`src/rtl/fault_capture_regs.sv`:
```
module fault_capture_regs #(
  parameter int ADDR_W  = 16,
  parameter int SID_W   = 4,
  parameter int CODE_W  = 8,
  parameter int TTI_W   = 2,
  parameter int L2_W    = 11,
  parameter int L3_W    = 11,
  parameter int NSTREAM = 4
) (
  input  logic              clk,
  input  logic              rst_n,
  input  logic              flt_valid,
  input  logic              flt_write,
  input  logic [SID_W-1:0]  flt_sid,
  input  logic [CODE_W-1:0] flt_code,
  input  logic [63:0]       flt_addr,
  input  logic [TTI_W-1:0]  flt_tti,
  input  logic [L2_W-1:0]   flt_l2,
  input  logic [L3_W-1:0]   flt_l3,
  input  logic [7:0]        eng_status,
  input  logic              tb_busy,
  input  logic              bus_sel,
  input  logic              bus_wr,
  input  logic [ADDR_W-1:0] bus_addr,
  input  logic [31:0]       bus_wdata,
  output logic [31:0]       bus_rdata,
  output logic              fault_irq
);
  localparam int SID_LSB = 16;
  localparam int L2_LSB  = L3_W;
  localparam int TTI_LSB = 28;
  localparam logic [ADDR_W-1:0] OFF_STAT = ADDR_W'(16'h0040);
  localparam logic [ADDR_W-1:0] OFF_IDX  = ADDR_W'(16'h0044);
  localparam logic [ADDR_W-1:0] OFF_ALO  = ADDR_W'(16'h0050);
  localparam logic [ADDR_W-1:0] OFF_AHI  = ADDR_W'(16'h0054);
  localparam logic [ADDR_W-1:0] OFF_EN   = ADDR_W'(16'h00fc);
  localparam logic [ADDR_W-1:0] OFF_TB   = ADDR_W'(16'h100c);
  localparam int TTB_BASE = 'h200;

  logic              st_flag, st_write;
  logic [SID_W-1:0]  st_sid;
  logic [CODE_W-1:0] st_code;
  logic [63:0]       cap_addr;
  logic [31:0]       cap_idx, idx_word, status_word;
  logic [NSTREAM-1:0] en_map;
  logic [31:0]       ttb [NSTREAM];

  wire wr_hit  = bus_sel && bus_wr;
  wire clr_req = wr_hit && bus_addr == OFF_STAT && bus_wdata[31];
  wire take    = flt_valid && (!st_flag || clr_req);
  wire benign  = (eng_status | 8'h80) == 8'ha0;

  always_comb begin
    idx_word = '0;
    idx_word[L3_W-1:0] = flt_l3;
    idx_word[L2_LSB +: L2_W] = flt_l2;
    idx_word[TTI_LSB +: TTI_W] = flt_tti;
    status_word = '0;
    status_word[31] = st_flag;
    status_word[30] = st_write;
    status_word[SID_LSB +: SID_W] = st_sid;
    status_word[CODE_W-1:0] = st_code;
  end

  always_ff @(posedge clk or negedge rst_n) begin
    if (!rst_n) begin
      st_flag <= 1'b0; st_write <= 1'b0; st_sid <= '0; st_code <= '0;
      fault_irq <= 1'b0; cap_addr <= '0; cap_idx <= '0;
    end else if (take) begin
      st_flag <= 1'b1; st_write <= flt_write; st_sid <= flt_sid; st_code <= flt_code;
      fault_irq <= !benign; cap_addr <= flt_addr; cap_idx <= idx_word;
    end else if (clr_req) begin
      st_flag <= 1'b0; st_write <= 1'b0; st_sid <= '0; st_code <= '0;
      fault_irq <= 1'b0;
    end
  end

  always_ff @(posedge clk or negedge rst_n) begin
    if (!rst_n) en_map <= '0;
    else if (wr_hit && bus_addr == OFF_EN) en_map <= bus_wdata[NSTREAM-1:0];
  end

  for (genvar i = 0; i < NSTREAM; i++) begin : g_ttb
    always_ff @(posedge clk or negedge rst_n) begin
      if (!rst_n) ttb[i] <= '0;
      else if (wr_hit && bus_addr == ADDR_W'(TTB_BASE + 4*i)) ttb[i] <= bus_wdata;
    end
  end

  always_comb begin
    bus_rdata = '0;
    case (bus_addr)
      OFF_STAT: bus_rdata = status_word;
      OFF_IDX:  bus_rdata = cap_idx;
      OFF_ALO:  bus_rdata = cap_addr[31:0];
      OFF_AHI:  bus_rdata = cap_addr[63:32];
      OFF_EN:   bus_rdata[NSTREAM-1:0] = en_map;
      OFF_TB:   bus_rdata[1:0] = {st_flag, tb_busy};
      default: ;
    endcase
    for (int i = 0; i < NSTREAM; i++)
      if (bus_addr == ADDR_W'(TTB_BASE + 4*i)) bus_rdata = ttb[i];
  end


  capture_sets_flag_chk: assert property (@(posedge clk) disable iff (!rst_n)
    (!st_flag && flt_valid) |=> st_flag);

  held_addr_frozen_chk: assert property (@(posedge clk) disable iff (!rst_n)
    (st_flag && !clr_req) |=> ($stable(cap_addr) && $stable(cap_idx) && $stable(fault_irq)));

  clear_drops_flag_chk: assert property (@(posedge clk) disable iff (!rst_n)
    (clr_req && !flt_valid) |=> (!st_flag && !fault_irq));

  clear_with_fault_chk: assert property (@(posedge clk) disable iff (!rst_n)
    (clr_req && flt_valid) |=> (st_flag && cap_addr == $past(flt_addr)));

  benign_quiet_chk: assert property (@(posedge clk) disable iff (!rst_n)
    (take && benign) |=> !fault_irq);

  irq_needs_flag_chk: assert property (@(posedge clk) disable iff (!rst_n)
    fault_irq |-> st_flag);
endmodule

```
`config.mk`:
```
export PLATFORM = sky130hd
export DESIGN_NAME = fault_capture_regs
export DESIGN_NICKNAME = d
export VERILOG_FILES = /design/src/rtl/fault_capture_regs.sv
export SDC_FILE = /design/constraint.sdc
export NUM_CORES = 1
export LEC_CHECK = 0
export CORE_ASPECT_RATIO = 2
export CORE_UTILIZATION = 40
export DETAILED_ROUTE_END_ITERATION = 6
export MAX_ROUTING_LAYER = met4
export SYNTH_ARGS = -nofsm -noshare
export SYNTH_HDL_FRONTEND = slang
export SYNTH_SLANG_ARGS = --single-unit
```
`constraint.sdc`:
```
create_clock -name clk -period 4.9 [get_ports clk]
set_input_delay 0.49 -clock clk [delete_from_list [all_inputs] [get_ports clk]]
set_output_delay 0.49 -clock clk [all_outputs]
set_load 0.05 [all_outputs]
```
==> metrics.md <==
| Metric | Value |
|---|---|
| Status | `completed` |
| Post-synthesis xor/xnor area fraction | `0` |
| DR WL/cell | `about 22 um` |
| Critical-path cell list | `clkdlybuf4s50_1 -> or4_1 -> nor4_4 -> buf_4 -> buf_4 -> a22oi_1 -> a31o_2 -> a21oi_1 -> buf_12` |
| Final ANT Viol Nets | `0` |
| Area of the multi-input gates | `about 4600 um2` |
| PnR worst setup slack | `about 0.81 ns` |
| H-tree depth | `1` |
| Final GP Congestion | `between 0.8 and 0.9` |
| VDD IR max | `0.2631 mV` |
| Num rows | `84` |
| Post-Syn Instances | `~850` |
| Compound-Gate Fraction of Synth Area | `0.1283` |
| DRT Wirelength | `a little over 30,000 um` |
| Clock share of power | `0.464` |
| Floorplan core area | `26,380 um2` |
| Post-synthesis mux area share | `0.2308` |
| Clock sink count | `between 200 and 250` |
| Adder-Cell Fraction of Synth Area | `0` |
| Synthesized area per cell | `12.71 um2` |
| Die ar. | `27,650 um2` |
| Skew-Pair Late Insertion Delay | `0.53 ns` |
| Initial Util | `0.4086` |
| Async set-reset flop share out of synthesis | `1.000` |
| Sequential share of the synthesized area | `0.5456` |
| P_int | `3.182 mW` |
| Syn. warnings | `0` |
| CP Capture Type | `output pin` |
| Vias per cell | `about 5.5` |
| Final Net Count | `1,197` |
| Critical path data required time | `4.41 ns` |
| FF/Latch Area | `5881 um2` |
| Most common cell after layout, fill and taps aside | `dfrtp_1` |
| Final Hold Viols | `0` |
| Setup_tns | `0 ns` |
| Root Buffer Master | `clkbuf_16` |
| Die Wd | `118.1 um` |
| Crit path largest cell delay | `~0.84 ns` |
| Share of cells above drive strength 1 | `0.2514` |
| Simple-gate share of the synthesized area | `0.06036` |
| First-pass GRT wire length | `47,000 um` |
| Max-capacitance violation count | `0` |
| Worst-Margin Slew | `approximately 1.0 ns` |
| CP Data Arrival Time | `3.60 ns` |
| Critical Path Fanout Max | `14` |
| Period utilization | `0.8341` |
| Max transition margin | `0.3002` |
| Hold-fix buffers, CTS | `0` |
| CP Class | `input pin to output pin` |
| Startpoint class of the critical path | `input pin` |
| EDFF count, synth | `0` |
| IO Count | `196` |
| Seq cells post-synth | `235` |
| Number of global-route vias before repair | `8,185` |
| Cell leakage power | `6.634 nW` |
| Unrepaired setup endpoints after global routing | `no` |
| CTS tree | `built` |
| Area delta synth->final | `32.27%` |
| Setup Fix Bufs, Post-CTS | `0` |
| Slowest-stage cell, CP | `or4_1` |
| Final Critical Period | `4.087 ns` |
| Count of cell types in the netlist | `47` |
| DR vias | `around 7,700` |
| Seq pwr share | `0.479` |
| Combinational family with the most area after synthesis | `multiplexers` |
| Skew final | `0.01225 ns` |
| Switch Pwr | `just under 900 uW` |
| Clock buffer depth | `3` |
| CP dominant cell by count | `buf_4` |
| Switch share | `0.2140` |
| Syn_nets | `1,011` |
| Fill cell count | `2,273` |
| Final Max Tran Viols | `0` |
| TritonCTS buffer count | `23` |
| Mapped Area | `10,780 um2` |
| Total GRT Usage | `0.2310` |
| Largest net degree at the start of global routing | `141` |
| Most frequent cells in the layout | `235 x dfrtp_1, 161 x clkdlybuf4s50_1, 143 x mux2_2` |
| Grt ovf | `0` |
| Detail Placement HPWL | `20,860 um` |
| Hold crit path type | `input pin to async pin` |
| Pre-CTS setup slack | `~0.79 ns` |
| Drc violations | `0` |
| Final setup fails | `0` |
| Combinational fraction of design power | `0.057` |
| Power per Cell Area | `between 200 and 300 nW/um2` |
| Initial antenna violation count | `1` |
| # resized after CTS | `0` |
| I/O Buffers | `roughly 190` |
| Main synth FF type | `dfrtp_1` |
| Die Y | `234.2 um` |
| Reg clk slew, reported paths | `about 0.060 ns` |
| Drt pass-1 iters | `7` |
| FMAX | `around 240 MHz` |
| Initial DRC Count | `477` |
==> through the flow <==
step | hold slack [ns] | cell area (um2) | util | instances | total power, mW
after detailed placement | 0.4746 | 13460 | 0.5102 | 1353 | 2.209
after global placement | 0.4677 | 13460 | 0.5102 | 1353 | 2.207
after global routing | 0.1832 | 14260 | 0.5405 | 1395 | 4.188
after floorplan | 0.1944 | 10780 | - | 848 | 2.003
final | 0.1101 | 14260 | 0.5405 | 1395 | 4.048
after CTS | 0.1636 | 14250 | 0.5404 | 1394 | 4.099
==> per-layer routing <==
layer	share of wire	vias to the layer above	track usage	wire length [um]
li1	-	3530	-	-
met1	0.38	3927	0.2496	11710
met2	0.55	204	0.4226	16600
met3	0.036	55	0.02675	1080
met4	0.034	0	0.1030	1027
met5	0	-	-	0
==> final timing paths <==
| check | to | cells after the start | start | slack (ns) |
|---|---|---|---|---|
| min in group clk | cap_idx[14]$_DFFE_PN0N_ | 1 | cap_idx[14]$_DFFE_PN0N_ | 0.49 |
| worst max register to register | cap_addr[52]$_DFFE_PN0N_ | 5 | st_flag$_DFFE_PN0P_ | 2.69 |
| worst min register to register | cap_idx[14]$_DFFE_PN0N_ | 1 | cap_idx[14]$_DFFE_PN0N_ | 0.49 |
| max in group asynchronous | cap_idx[21]$_DFFE_PN0N_ | 2 | rst_n | 3.66 |
| worst max-delay path | bus_rdata[2] | 9 | bus_addr[13] | 0.81 |
| worst min-delay path | cap_addr[5]$_DFFE_PN0N_ | 1 | rst_n | 0.11 |
==> cell type report <==
cell class | instances | share of cell area
Sequential cell | 235 | 0.4125
Multi-Input combinational cell | 542 | 0.3221
Timing Repair Buffer | 223 | 0.1769
Clock buffer | 33 | 0.04721
Tap cell | 344 | 0.03019
Clock inverter | 8 | 0.008600
Inverter | 9 | 0.002369
Antenna cell | 1 | 0.0001755
==> worst max-delay path, delay by kind of cell <==
family          cells  cell delay [ns]
compound gates      3             0.72
simple gates        2             1.25
buf+inv             4             1.12
==> synth_stat cells (2+ instances only) <==
master | instances | area (um2)
buf_8 | 8 | 120.1
and2_1 | 3 | 18.77
o211ai_1 | 8 | 60.06
nor4_1 | 7 | 43.79
nor4_2 | 3 | 37.54
a221oi_1 | 4 | 35.03
or4_1 | 4 | 30.03
nand4_1 | 2 | 12.51
a21o_1 | 4 | 30.03
buf_2 | 11 | 55.05
a22oi_1 | 28 | 210.2
a31o_2 | 3 | 26.28
o21a_1 | 8 | 60.06
mux2_2 | 143 | 1610
nor2b_1 | 8 | 50.05
o221ai_1 | 2 | 17.52
inv_1 | 9 | 33.78
a22o_1 | 12 | 105.1
clkbuf_1 | 36 | 135.1
o2bb2ai_1 | 22 | 192.7
nor2_1 | 23 | 86.33
or4b_2 | 3 | 30.03
a222oi_1 | 2 | 20.02
o21ai_0 | 33 | 165.2
nand3_1 | 16 | 80.08
a31oi_1 | 10 | 62.56
nor3_1 | 3 | 15.01
nor4b_1 | 3 | 26.28
a21oi_1 | 37 | 185.2
nand2_1 | 33 | 123.9
a211oi_1 | 20 | 150.1
dfrtp_1 | 235 | 5881
mux2_1 | 77 | 867.1
o22ai_1 | 10 | 62.56
buf_1 | 6 | 22.52
==> sequential cells by signal, summed over array words and instances, names as in the netlist <==
register,cells
ttb,128
cap_addr,64
st_sid,4
fault_irq,1
st_write,1
st_code,8
en_map,4
st_flag,1
cap_idx,24
==> cells by family after synthesis <==
family / Yosys count
mux: 221
compound gates: 203
simple gates: 118
flops: 235
buf+inv: 71
==> power by group through the flow <==
stage	Sequential [mW]	Clock, mW	Combinational (mW)
final	1.94	1.88	0.229
after global routing	1.94	2.00	0.249
after CTS	1.94	1.93	0.234
after detailed placement	1.98	0	0.233
after global placement	1.98	0	0.231
after floorplan	1.98	0	0.0258
Note: power is estimated with default switching activity, not from simulation.
